## src/rtl/sqs_pkg.sv

```systemverilog
package sqs_pkg;

    typedef enum logic [2:0] {
        TS_IDLE   = 3'd0,
        TS_RUN    = 3'd1,
        TS_ROBSQ  = 3'd2,
        TS_TRAPW  = 3'd3,
        TS_FTRAPW = 3'd4
    } thr_state_e;

    typedef enum logic [1:0] {
        SRC_NONE = 2'd0,
        SRC_TRAP = 2'd1,
        SRC_CTX  = 2'd2,
        SRC_EXEC = 2'd3
    } sq_src_e;

endpackage

```

## src/rtl/sqs_trap_timer.sv

```systemverilog
module sqs_trap_timer #(
    parameter int LATW = 4
) (
    input  logic            clk,
    input  logic            rst_n,
    input  logic            arm,
    input  logic [LATW-1:0] lat,
    output logic            fire
);
    logic [LATW-1:0] cnt_q;
    logic [LATW-1:0] load_val;

    assign load_val = (lat == '0) ? LATW'(1) : lat;
    assign fire     = (cnt_q == LATW'(1));

    always_ff @(posedge clk or negedge rst_n) begin
        if (!rst_n) begin
            cnt_q <= '0;
        end else if (arm && cnt_q == '0) begin
            cnt_q <= load_val;
        end else if (cnt_q != '0) begin
            cnt_q <= cnt_q - LATW'(1);
        end
    end

    AST_TIMER_COUNTS: assert property (@(posedge clk) disable iff (!rst_n)
        (cnt_q > LATW'(1)) |=> (cnt_q == $past(cnt_q) - LATW'(1)));

endmodule

```

## src/rtl/sqs_thread.sv

```systemverilog
module sqs_thread
    import sqs_pkg::*;
#(
    parameter int SEQW = 16,
    parameter int PCW  = 32,
    parameter int LATW = 4
) (
    input  logic            clk,
    input  logic            rst_n,
    input  logic            act,
    input  logic            ex_vld,
    input  logic [SEQW-1:0] ex_seq,
    input  logic            ex_self,
    input  logic            ex_mis,
    input  logic [PCW-1:0]  ex_pc,
    input  logic            trap_req,
    input  logic            trap_fetch,
    input  logic [LATW-1:0] trap_lat,
    input  logic            ctx_req,
    input  logic            rob_empty,
    input  logic [SEQW-1:0] head_seq,
    input  logic            rob_sq_done,
    input  logic [PCW-1:0]  commit_pc,
    input  logic            ren_hit,
    input  logic            ren_killed,
    input  logic [SEQW-1:0] ren_seq,
    output thr_state_e      state_o,
    output logic [SEQW-1:0] youngest_o,
    output logic            bc_sq_o,
    output logic [SEQW-1:0] bc_seq_o,
    output logic [PCW-1:0]  bc_pc_o,
    output logic            bc_mis_o,
    output logic            bc_robsq_o,
    output logic            mis_evt_o
);
    thr_state_e      state_q, state_n;
    logic [SEQW-1:0] youngest_q;
    logic            trap_flag_q, ctx_flag_q;
    logic            timer_fire, timer_arm;
    logic            waiting, ex_ok, full;
    logic [SEQW-1:0] ex_eff, full_seq;
    sq_src_e         src;

    sqs_trap_timer #(.LATW(LATW)) timer_i (
        .clk   (clk),
        .rst_n (rst_n),
        .arm   (timer_arm),
        .lat   (trap_lat),
        .fire  (timer_fire)
    );

    // squash source selection: trap beats context beats execute
    assign waiting  = (state_q == TS_TRAPW) || (state_q == TS_FTRAPW);
    assign full     = trap_flag_q || ctx_flag_q;
    assign ex_eff   = ex_self ? (ex_seq - SEQW'(1)) : ex_seq;
    assign full_seq = rob_empty ? '0 : (head_seq - SEQW'(1));
    assign ex_ok    = ex_vld && !full && !waiting && (ex_seq <= youngest_q);

    always_comb begin
        if (trap_flag_q)     src = SRC_TRAP;
        else if (ctx_flag_q) src = SRC_CTX;
        else if (ex_ok)      src = SRC_EXEC;
        else                 src = SRC_NONE;
    end

    // next-state process
    always_comb begin
        state_n = state_q;
        unique case (state_q)
            TS_IDLE:   if (act) state_n = TS_RUN;
            TS_RUN: begin
                if (trap_req)  state_n = trap_fetch ? TS_FTRAPW : TS_TRAPW;
                else if (!act) state_n = TS_IDLE;
            end
            TS_ROBSQ:  if (rob_sq_done) state_n = TS_RUN;
            TS_TRAPW:  state_n = TS_TRAPW;
            TS_FTRAPW: state_n = TS_FTRAPW;
            default:   state_n = TS_IDLE;
        endcase
        if (src != SRC_NONE) state_n = TS_ROBSQ;
    end

    assign timer_arm = (state_q == TS_RUN) && trap_req && (src == SRC_NONE);

    // state register process
    always_ff @(posedge clk or negedge rst_n) begin
        if (!rst_n) begin
            state_q     <= TS_IDLE;
            trap_flag_q <= 1'b0;
            ctx_flag_q  <= 1'b0;
        end else begin
            state_q     <= state_n;
            trap_flag_q <= timer_fire;
            ctx_flag_q  <= ctx_req || (ctx_flag_q && trap_flag_q);
        end
    end

    // output / bookkeeping process
    always_ff @(posedge clk or negedge rst_n) begin
        if (!rst_n) begin
            youngest_q <= '0;
            bc_sq_o    <= 1'b0;
            bc_seq_o   <= '0;
            bc_pc_o    <= '0;
            bc_mis_o   <= 1'b0;
        end else begin
            bc_sq_o <= (src != SRC_NONE);
            unique case (src)
                SRC_TRAP, SRC_CTX: begin
                    youngest_q <= '0;
                    bc_seq_o   <= full_seq;
                    bc_pc_o    <= commit_pc;
                    bc_mis_o   <= 1'b0;
                end
                SRC_EXEC: begin
                    youngest_q <= ex_eff;
                    bc_seq_o   <= ex_eff;
                    bc_pc_o    <= ex_pc;
                    bc_mis_o   <= ex_mis;
                end
                SRC_NONE: begin
                    if (ren_hit && !ren_killed && state_n != TS_ROBSQ)
                        youngest_q <= ren_seq;
                end
                default: ;
            endcase
        end
    end

    assign state_o    = state_q;
    assign youngest_o = youngest_q;
    assign bc_robsq_o = (state_q == TS_ROBSQ);
    assign mis_evt_o  = (src == SRC_EXEC) && ex_mis;

    AST_EX_FILTER: assert property (@(posedge clk) disable iff (!rst_n)
        (ex_vld && (ex_seq > youngest_q) && !trap_flag_q && !ctx_flag_q) |=> !bc_sq_o);
    AST_SQ_ENTERS_ROBSQ: assert property (@(posedge clk) disable iff (!rst_n)
        bc_sq_o |-> (state_q == TS_ROBSQ));
    AST_TRAP_HOLD: assert property (@(posedge clk) disable iff (!rst_n)
        ((state_q == TS_TRAPW) && !trap_flag_q && !ctx_flag_q) |=> (state_q == TS_TRAPW));
    AST_CTX_WAITS: assert property (@(posedge clk) disable iff (!rst_n)
        (trap_flag_q && ctx_flag_q) |=> ctx_flag_q);
    AST_FULL_ZERO: assert property (@(posedge clk) disable iff (!rst_n)
        (trap_flag_q || ctx_flag_q) |=> (youngest_q == '0));
    AST_ROBSQ_WAIT: assert property (@(posedge clk) disable iff (!rst_n)
        ((state_q == TS_ROBSQ) && !rob_sq_done) |=> (state_q == TS_ROBSQ));

endmodule

```

## src/rtl/squash_seq_top.sv

```systemverilog
module squash_seq_top
    import sqs_pkg::*;
#(
    parameter int NTHR = 2,
    parameter int SEQW = 16,
    parameter int PCW  = 32,
    parameter int LATW = 4,
    parameter int CNTW = 8,
    localparam int TIDW = (NTHR > 1) ? $clog2(NTHR) : 1
) (
    input  logic                 clk,
    input  logic                 rst_n,
    input  logic [NTHR-1:0]      thr_active,
    input  logic [NTHR-1:0]      ex_sq_vld,
    input  logic [NTHR*SEQW-1:0] ex_sq_seq,
    input  logic [NTHR-1:0]      ex_sq_self,
    input  logic [NTHR-1:0]      ex_sq_mispred,
    input  logic [NTHR*PCW-1:0]  ex_sq_pc,
    input  logic [NTHR-1:0]      trap_req,
    input  logic [NTHR-1:0]      trap_fetch,
    input  logic [LATW-1:0]      trap_lat,
    input  logic [NTHR-1:0]      ctx_sq_req,
    input  logic [NTHR-1:0]      rob_empty,
    input  logic [NTHR*SEQW-1:0] rob_head_seq,
    input  logic [NTHR-1:0]      rob_sq_done,
    input  logic [NTHR*PCW-1:0]  commit_pc,
    input  logic                 ren_vld,
    input  logic [TIDW-1:0]      ren_tid,
    input  logic                 ren_killed,
    input  logic [SEQW-1:0]      ren_seq,
    output logic [NTHR-1:0]      bc_sq,
    output logic [NTHR*SEQW-1:0] bc_seq,
    output logic [NTHR*PCW-1:0]  bc_pc,
    output logic [NTHR-1:0]      bc_mispred,
    output logic [NTHR-1:0]      bc_robsq,
    output logic [NTHR*3-1:0]    thr_state,
    output logic [NTHR*SEQW-1:0] youngest,
    output logic [CNTW-1:0]      mispred_cnt
);
    logic [NTHR-1:0] mis_evt;

    for (genvar t = 0; t < NTHR; t++) begin : g_thr
        thr_state_e st;
        logic       hit;

        assign hit = ren_vld && (ren_tid == TIDW'(t));

        sqs_thread #(.SEQW(SEQW), .PCW(PCW), .LATW(LATW)) thr_i (
            .clk         (clk),
            .rst_n       (rst_n),
            .act         (thr_active[t]),
            .ex_vld      (ex_sq_vld[t]),
            .ex_seq      (ex_sq_seq[t*SEQW +: SEQW]),
            .ex_self     (ex_sq_self[t]),
            .ex_mis      (ex_sq_mispred[t]),
            .ex_pc       (ex_sq_pc[t*PCW +: PCW]),
            .trap_req    (trap_req[t]),
            .trap_fetch  (trap_fetch[t]),
            .trap_lat    (trap_lat),
            .ctx_req     (ctx_sq_req[t]),
            .rob_empty   (rob_empty[t]),
            .head_seq    (rob_head_seq[t*SEQW +: SEQW]),
            .rob_sq_done (rob_sq_done[t]),
            .commit_pc   (commit_pc[t*PCW +: PCW]),
            .ren_hit     (hit),
            .ren_killed  (ren_killed),
            .ren_seq     (ren_seq),
            .state_o     (st),
            .youngest_o  (youngest[t*SEQW +: SEQW]),
            .bc_sq_o     (bc_sq[t]),
            .bc_seq_o    (bc_seq[t*SEQW +: SEQW]),
            .bc_pc_o     (bc_pc[t*PCW +: PCW]),
            .bc_mis_o    (bc_mispred[t]),
            .bc_robsq_o  (bc_robsq[t]),
            .mis_evt_o   (mis_evt[t])
        );

        assign thr_state[t*3 +: 3] = st;
    end

    always_ff @(posedge clk or negedge rst_n) begin
        if (!rst_n) mispred_cnt <= '0;
        else        mispred_cnt <= mispred_cnt + CNTW'($countones(mis_evt));
    end

    AST_CNT_QUIET: assert property (@(posedge clk) disable iff (!rst_n)
        (mis_evt == '0) |=> $stable(mispred_cnt));
    AST_CNT_MOVES: assert property (@(posedge clk) disable iff (!rst_n)
        (mis_evt != '0) |=> (mispred_cnt != $past(mispred_cnt)));

endmodule

```

## config.mk

```make
export PLATFORM = sky130hd
export DESIGN_NAME = squash_seq_top
export DESIGN_NICKNAME = d
export VERILOG_FILES = /design/src/rtl/sqs_pkg.sv /design/src/rtl/sqs_trap_timer.sv /design/src/rtl/sqs_thread.sv /design/src/rtl/squash_seq_top.sv
export SDC_FILE = /design/constraint.sdc
export NUM_CORES = 1
export LEC_CHECK = 0
export BUFFER_PORTS_ARGS = -buffer_cell sky130_fd_sc_hd__buf_2
export CORE_AREA = 4 4 161 163
export CTS_CLUSTER_SIZE = 12
export DETAILED_ROUTE_END_ITERATION = 10
export DIE_AREA = 0 0 165 167
export SLEW_MARGIN = 20
export SYNTH_ARGS = -nofsm -noshare
export SYNTH_HDL_FRONTEND = slang
export SYNTH_SLANG_ARGS = --single-unit
```

## constraint.sdc

```tcl
create_clock -name clk -period 4.65 [get_ports clk]
set_clock_uncertainty 0.15 [all_clocks]
set_input_delay 0.6975 -clock clk [delete_from_list [all_inputs] [get_ports clk]]
set_output_delay 0.6975 -clock clk [all_outputs]
set_load 0.005 [all_outputs]
```

==> impl_metrics.env, run 1 <==
export IMPL_avgRoutedWirePerCell_um=20.4
export IMPL_die_width_um=165
export IMPL_max_freq_mhz=300
export IMPL_ios=383
export IMPL_antenna_cells=0
export IMPL_initial_core_util_pct=37.7
export IMPL_grt_pass1_wl_um=49300
export IMPL_grt_ovfl_total=0
export IMPL_path_max_fanout=38
export IMPL_netlist_instances=926
export IMPL_path_class="flip-flop to flip-flop"
export IMPL_place_area_mm2=0.0113
export IMPL_fin_ws_ns=1.32
export IMPL_grt_pass1_vias=8640
export IMPL_grt_max_degree=108
export IMPL_yosysUniqueCellTypes=60
export IMPL_slew_headroom_pct=35.3
export IMPL_post_cts_buffers=0
export IMPL_root_buffer="clkbuf_16"
export IMPL_holdBufCountCts=0
export IMPL_synth_edf_count=0
export IMPL_worst_r2r_cell_count=10
export IMPL_worstPathArrival_ns=3.48
export IMPL_layout_commonest_cell="buf_2"
export IMPL_io_buffers=382
export IMPL_drc=0
export IMPL_maxCapViolCount=0
export IMPL_fin_crit_ns=3.33
export IMPL_synthArstFlopShare_pct=100
export IMPL_fin_area_mm2=0.0119
export IMPL_routed_wirelength_um=33200
export IMPL_dp_hpwl_um=26100
export IMPL_viasPerCell=5.32
export IMPL_postRouteAntennaNets=0
export IMPL_coreArea_mm2=0.0243
export IMPL_cts_max_path_buffers=2
export IMPL_dieArea_mm2=0.0276
export IMPL_cts_tree="yes"
export IMPL_synthesis_area_mm2=0.00918
export IMPL_critPathCaptureType="flip-flop"
export IMPL_hold_violations=0
export IMPL_required_ns=4.80
export IMPL_final_cell_mix="buf_2 (381), dfrtp_1 (158), nand2_1 (70), and2_1 (70), a221o_1 (67)"
export IMPL_fin_util_pct=48.9
export IMPL_area_growth_pct=29.5
export IMPL_reg2reg_to="g_thr[0].thr_i.state_o[0]"
export IMPL_num_rows=57
export IMPL_htreeDepth=4
export IMPL_nNetsFinal=1564
export IMPL_synth_flop_cell="dfrtp_1"
export IMPL_finalSetupViolCount=0
export IMPL_grt_usage_pct=23.2
export IMPL_clkTransAtPathRegs_ns=0.07
export IMPL_drt_initial_drc_count=519
export IMPL_ctsResizeCount=0
export IMPL_via_count=8624
export IMPL_die_height_um=167
export IMPL_r2r_start="g_thr[0].thr_i.youngest_o[15]"
export IMPL_clock_sinks=158
export IMPL_synth_seq_cells=158
export IMPL_status="finished clean"
export IMPL_worst_slew_pin_slew_ns=0.967
export IMPL_drive_above_1_share_pct=33.6
export IMPL_holdWs_ns=0.0614
export IMPL_power_leakage_nw=5.72
export IMPL_synth_avg_cell_area_um2=9.91
export IMPL_antenna_found_initial=4
export IMPL_clock_latency_ns=0.42
export IMPL_period_share_pct=71.7
export IMPL_cp_start_kind="flip-flop"
export IMPL_grt_setup_unrepaired="false"
export IMPL_tns_ns=0
export IMPL_power_density_mw_per_mm2=463
export IMPL_dp_slack_ns=0.933
export IMPL_yosysWarnings=0
export IMPL_slew_violations=0
export IMPL_numCtsBuffers=17
export IMPL_place_gp_congestion=0.857
export IMPL_firstDrtPassIters=5
export IMPL_ys_seq_area_share_pct=43.1
export IMPL_hp_class="input port to asynchronous set/reset pin"
export IMPL_max_vdd_ir_drop_mv=0.179
export IMPL_rrSetupSlack_ns=1.32
export IMPL_syn_nets=1205
## layer usage
| metal | GRT usage [%] | share of wire (%) | vias to the layer above | routed length, µm |
|---|---|---|---|---|
| met2 | 40.5 | 49 | 407 | 16400 |
| li1 | - | - | 4121 | - |
| met4 | 6.87 | 2.6 | 6 | 867 |
| met3 | 6.85 | 8.6 | 50 | 2850 |
| met5 | 0 | 0.10 | - | 34 |
| met1 | 27.4 | 39 | 4040 | 13100 |
## registers in the layout (all words and copies together), names as in the netlist
name and cells:
g_thr.thr_i.bc_mis_o 2, g_thr.thr_i.bc_pc_o 64, g_thr.thr_i.bc_seq_o 32, g_thr.thr_i.bc_sq_o 2
g_thr.thr_i.ctx_flag_q 2, g_thr.thr_i.state_o 6, g_thr.thr_i.timer_i.cnt_q 8, g_thr.thr_i.trap_flag_q 2
g_thr.thr_i.youngest_o 32, mispred_cnt 8
## report_power, final
| group | switching, mW | internal (mW) |
|---|---|---|
| registers | 0.319 | 1.82 |
| clock network | 0.678 | 0.725 |
| logic | 1.04 | 0.913 |
## area by class of cell
cell class / count / area, µm²
clock buffers: 17 / 425
multi-input cells: 667 / 4750
inverters: 50 / 188
flip-flops and latches: 158 / 3950
clock inverters: 15 / 164
repair buffers: 391 / 2000
fillers: 2366 / 12400
well taps: 324 / 405
## synthesized netlist by cell type (3+ instances only)
cell type	n	area (µm²)
dfrtp_1	158	3950
and2_1	70	438
nand2_1	70	263
a221o_1	67	671
a21oi_1	55	275
inv_1	49	184
nor2_1	45	169
ha_1	43	538
xnor2_1	33	289
xor2_1	32	280
mux2i_1	26	260
nor3_1	23	115
clkbuf_1	22	82.6
a22oi_1	19	143
o21ai_0	17	85.1
a311oi_1	16	140
o22ai_1	16	100
buf_2	15	75.1
nor4_1	12	75.1
nand2b_1	11	68.8
nand3_1	11	55.1
a211oi_1	9	67.6
nand4_1	9	56.3
or3_1	8	50.1
a21o_1	7	52.6
buf_4	7	52.6
buf_6	7	78.8
nor2b_1	7	43.8
nand3b_1	6	45.0
or4_1	6	45.0
a31oi_1	5	31.3
o31ai_1	5	37.5
a221oi_1	3	26.3
and3_1	3	18.8
## kinds of logic after synthesis
family,after synthesis,share of synthesized area [%]
simple gates,301,17.7
compound gates,230,18.8
flops,158,43.1
buf+inv,101,5.19
xor+xnor,65,6.20
fa+ha+maj,44,6.08
mux,27,2.96
## critical path, cell delays in order (launching register included)
cell       delay (ns)
dfrtp_1          0.39
inv_1            0.06
ha_1             0.31
nand4_1          0.15
or4_1            0.58
a21o_1           0.19
nand4_1          0.13
buf_4            0.26
and3_4           0.53
inv_1            0.14
a2111oi_0        0.28
## stage by stage
stage                     power, mW  instances
after global routing           5.87       1622
after floorplan                3.21        926
final                          5.50       1622
after global placement         4.12       1590
after CTS                      5.57       1622
after detailed placement       4.14       1590
## how the worst max path moves through the flow
stage / from / endpoint / slack (ns) / depth (start not counted)
6_report: g_thr[0].thr_i.youngest_o[15] / g_thr[0].thr_i.state_o[0] / 1.32 / 10
5_1_grt: g_thr[1].thr_i.youngest_o[14] / mispred_cnt[6] / 1.08 / 12
4_1_cts: g_thr[0].thr_i.youngest_o[15] / g_thr[0].thr_i.state_o[0] / 1.29 / 10
3_5_place_dp: ex_sq_seq[15] / g_thr[0].thr_i.state_o[0] / 0.93 / 10
3_3_place_gp: ex_sq_seq[11] / mispred_cnt[7] / 0.97 / 12
2_1_floorplan: ex_sq_seq[15] / mispred_cnt[7] / 1.06 / 13
Power figures use the tool's default switching activity.
==> run 2, diff against run 1 <==
- ABC_AREA: not set -> 1
- CORE_AREA: 4 4 161 163 -> 4 4 164 166
- DIE_AREA: 0 0 165 167 -> 0 0 168 170
- PLACE_DENSITY: not set -> 0.67
- clock period: 4.65 -> 2.7 ns (I/O delays scaled with it)
==> run 2 against run 1 <==
Net effect:
- clock-buffer cell count grew 2
- die area grew 3.6%
- total power grew 110%
- cell area grew 9.3%
- fmax grew 30%
- critical path type unchanged
- global-route usage grew 0.11 points
- sequential share of layout area shrank 2.8 points
==> impl_metrics.env, run 2 <==
export IMPL_power_leakage_nw=7.04
export IMPL_max_freq_mhz=389
export IMPL_holdWs_ns=0.0363
export IMPL_firstDrtPassIters=5
export IMPL_area_growth_pct=35.8
export IMPL_synth_top_area_cell="dfrtp_1"
export IMPL_worstPathArrival_ns=2.73
export IMPL_postRouteAntennaNets=0
export IMPL_clock_latency_ns=0.43
export IMPL_synth_edf_count=0
export IMPL_synthTopCellsByCount="nand2_1 (452), dfrtp_1 (158), nand3_1 (144)"
export IMPL_dp_hpwl_um=27800
export IMPL_fin_crit_ns=2.57
export IMPL_synth_flop_cell="dfrtp_1"
export IMPL_yosysMostFrequentCell="nand2_1"
export IMPL_path_class="flip-flop to flip-flop"
export IMPL_netlist_instances=1283
export IMPL_power_density_mw_per_mm2=891
export IMPL_grt_setup_unrepaired="true"
export IMPL_numCtsBuffers=17
export IMPL_netlist_top_cells_area="dfrtp_1 (41%), nand2_1 (18%), nand3_1 (7.5%)"
export IMPL_grt_max_degree=58
export IMPL_fill_cells=2594
export IMPL_ys_seq_area_share_pct=41.3
export IMPL_status="finished clean"
export IMPL_num_rows=59
export IMPL_avgRoutedWirePerCell_um=16.7
export IMPL_period_share_pct=95.1
export IMPL_seqCellArea_mm2=0.00395
export IMPL_path_max_fanout=3
export IMPL_synthArstFlopShare_pct=100
export IMPL_grt_pass1_wl_um=53000
export IMPL_die_width_um=168
export IMPL_cp_start_kind="flip-flop"
export IMPL_max_vdd_ir_drop_mv=0.471
export IMPL_dp_slack_ns=-0.0497
export IMPL_routed_wirelength_um=34400
export IMPL_grt_usage_pct=23.3
export IMPL_synth_seq_cells=158
export IMPL_drive_above_1_share_pct=30.8
export IMPL_initial_core_util_pct=37.3
export IMPL_clock_sinks=158
export IMPL_synthesis_area_mm2=0.00956
export IMPL_hp_class="input port to flip-flop"
export IMPL_clkTransAtPathRegs_ns=0.07
export IMPL_worst_slew_pin_slew_ns=0.742
export IMPL_yosysUniqueCellTypes=42
export IMPL_slew_headroom_pct=50.1
export IMPL_htreeDepth=4
export IMPL_viasPerCell=4.93
export IMPL_maxCapViolCount=0
export IMPL_coreArea_mm2=0.0256
export IMPL_yosysWarnings=0
export IMPL_hold_violations=0
export IMPL_critPathCaptureType="flip-flop"
export IMPL_dieArea_mm2=0.0286
export IMPL_syn_nets=1562
export IMPL_largest_register="g_thr.thr_i.bc_pc_o"
export IMPL_tns_ns=0
export IMPL_grt_ovfl_total=0
export IMPL_root_buffer="clkbuf_16"
export IMPL_drt_initial_drc_count=708
export IMPL_cts_max_path_buffers=2
export IMPL_fin_util_pct=50.7
export IMPL_antenna_found_initial=5
export IMPL_synth_top_area_share_pct=41.3
export IMPL_die_height_um=170
export IMPL_rrSetupSlack_ns=0.13
export IMPL_synth_avg_cell_area_um2=7.45
export IMPL_slew_violations=0
export IMPL_ios=383
export IMPL_layout_commonest_cell="nand2_1"
export IMPL_final_cell_mix="nand2_1 (451), buf_2 (381), dfrtp_1 (158)"
export IMPL_via_count=10179
export IMPL_place_gp_congestion=0.873
export IMPL_io_buffers=382
export IMPL_nNetsFinal=1992
export IMPL_cts_tree="yes"
export IMPL_finalSetupViolCount=0
export IMPL_drc=0
export IMPL_largest_register_ffs=64
export IMPL_grt_pass1_vias=9867
export IMPL_fin_ws_ns=0.131
export IMPL_p_total_mw=11.6
export IMPL_multi_input_area_mm2=0.00490
export IMPL_required_ns=2.86
[run 2: changes by cell type in the layout (fill, tap and decap cells not counted), sizes merged, moves of 12 or more]
cell / change
nor2: +47
inv: +67
a311oi: -16
xnor2: -16
nor3: -12
a22oi: -19
mux2i: -26
a21oi: -35
nand3: +133
nand2: +387
a221o: -67
o21ai: +46
and2: -69
buf: +66
[run 2: repair_timing]
action	4_1_cts	5_1_grt
resized for setup	0	18
endpoints found under the hold margin	47	0
setup buffers	0	3
hold buffers	3	0
setup endpoints to repair	0	78
[run 2: cell type report]
type,instances,area share [%]
inverter,119,3.48
clock inverter,13,1.31
tap,335,3.23
multi-input combinational,957,37.7
antenna,3,0.0578
sequential,158,30.4
timing repair buffer,460,20.3
clock buffer,19,3.49
[run 2: logic make-up after synthesis]
logic type | after synthesis | synth area share, %
AOI/OAI and AO/OA | 120 | 7.61
xor gates and xnor gates | 50 | 4.58
adders and majority gates | 44 | 5.84
buffers and inverters | 168 | 7.84
DFF | 158 | 41.3
and+or+nand+nor | 743 | 32.8
[run 2: stage by stage]
stage                     instance area (µm²)  std cells
final                                   13000       2064
after global routing                    13000       2063
after global placement                  12300       2023
after floorplan                          9580       1283
after detailed placement                12300       2023
after CTS                               12900       2058
[run 2: final timing paths]
kind	to	cells past startpoint	start
hold reg to reg	g_thr[0].thr_i.bc_seq_o[4]	2	g_thr[0].thr_i.bc_seq_o[4]
max in group asynchronous	mispred_cnt[1]	3	rst_n
setup / recovery	mispred_cnt[6]	14	g_thr[0].thr_i.youngest_o[14]
min in group asynchronous	g_thr[0].thr_i.bc_pc_o[15]	2	rst_n
setup reg to reg	mispred_cnt[6]	14	g_thr[0].thr_i.youngest_o[14]
hold / removal	g_thr[1].thr_i.bc_pc_o[2]	3	commit_pc[34]
[run 2: metal layers]
layer  up-vias  wire length (µm)  global-route usage [%]
met4         4              1070                    8.15
met1      4711             13900                    28.6
met3        53              2440                    4.55
met2       417             16900                    41.1
li1       4994                 -                       -
met5         -                33                       0
[run 2: report_power, final]
group | switching, mW | leakage, nW | internal, mW | total, mW
registers | 0.676 | 1.97 | 3.34 | 4.02
logic | 2.84 | 4.76 | 2.14 | 4.98
clock network | 1.12 | 0.304 | 1.46 | 2.58
[run 2: critical path, cell delays in order (launching register included)]
cell     delay [ns]
dfrtp_1        0.38
inv_1          0.08
ha_1           0.29
nand4_1        0.15
a21oi_1        0.17
nor2_1         0.07
nand2_2        0.07
nand2_1        0.06
nand2_2        0.12
nor2_2         0.07
fa_2           0.37
ha_2           0.19
nand3_1        0.09
nor2_1         0.06
xor2_1         0.14
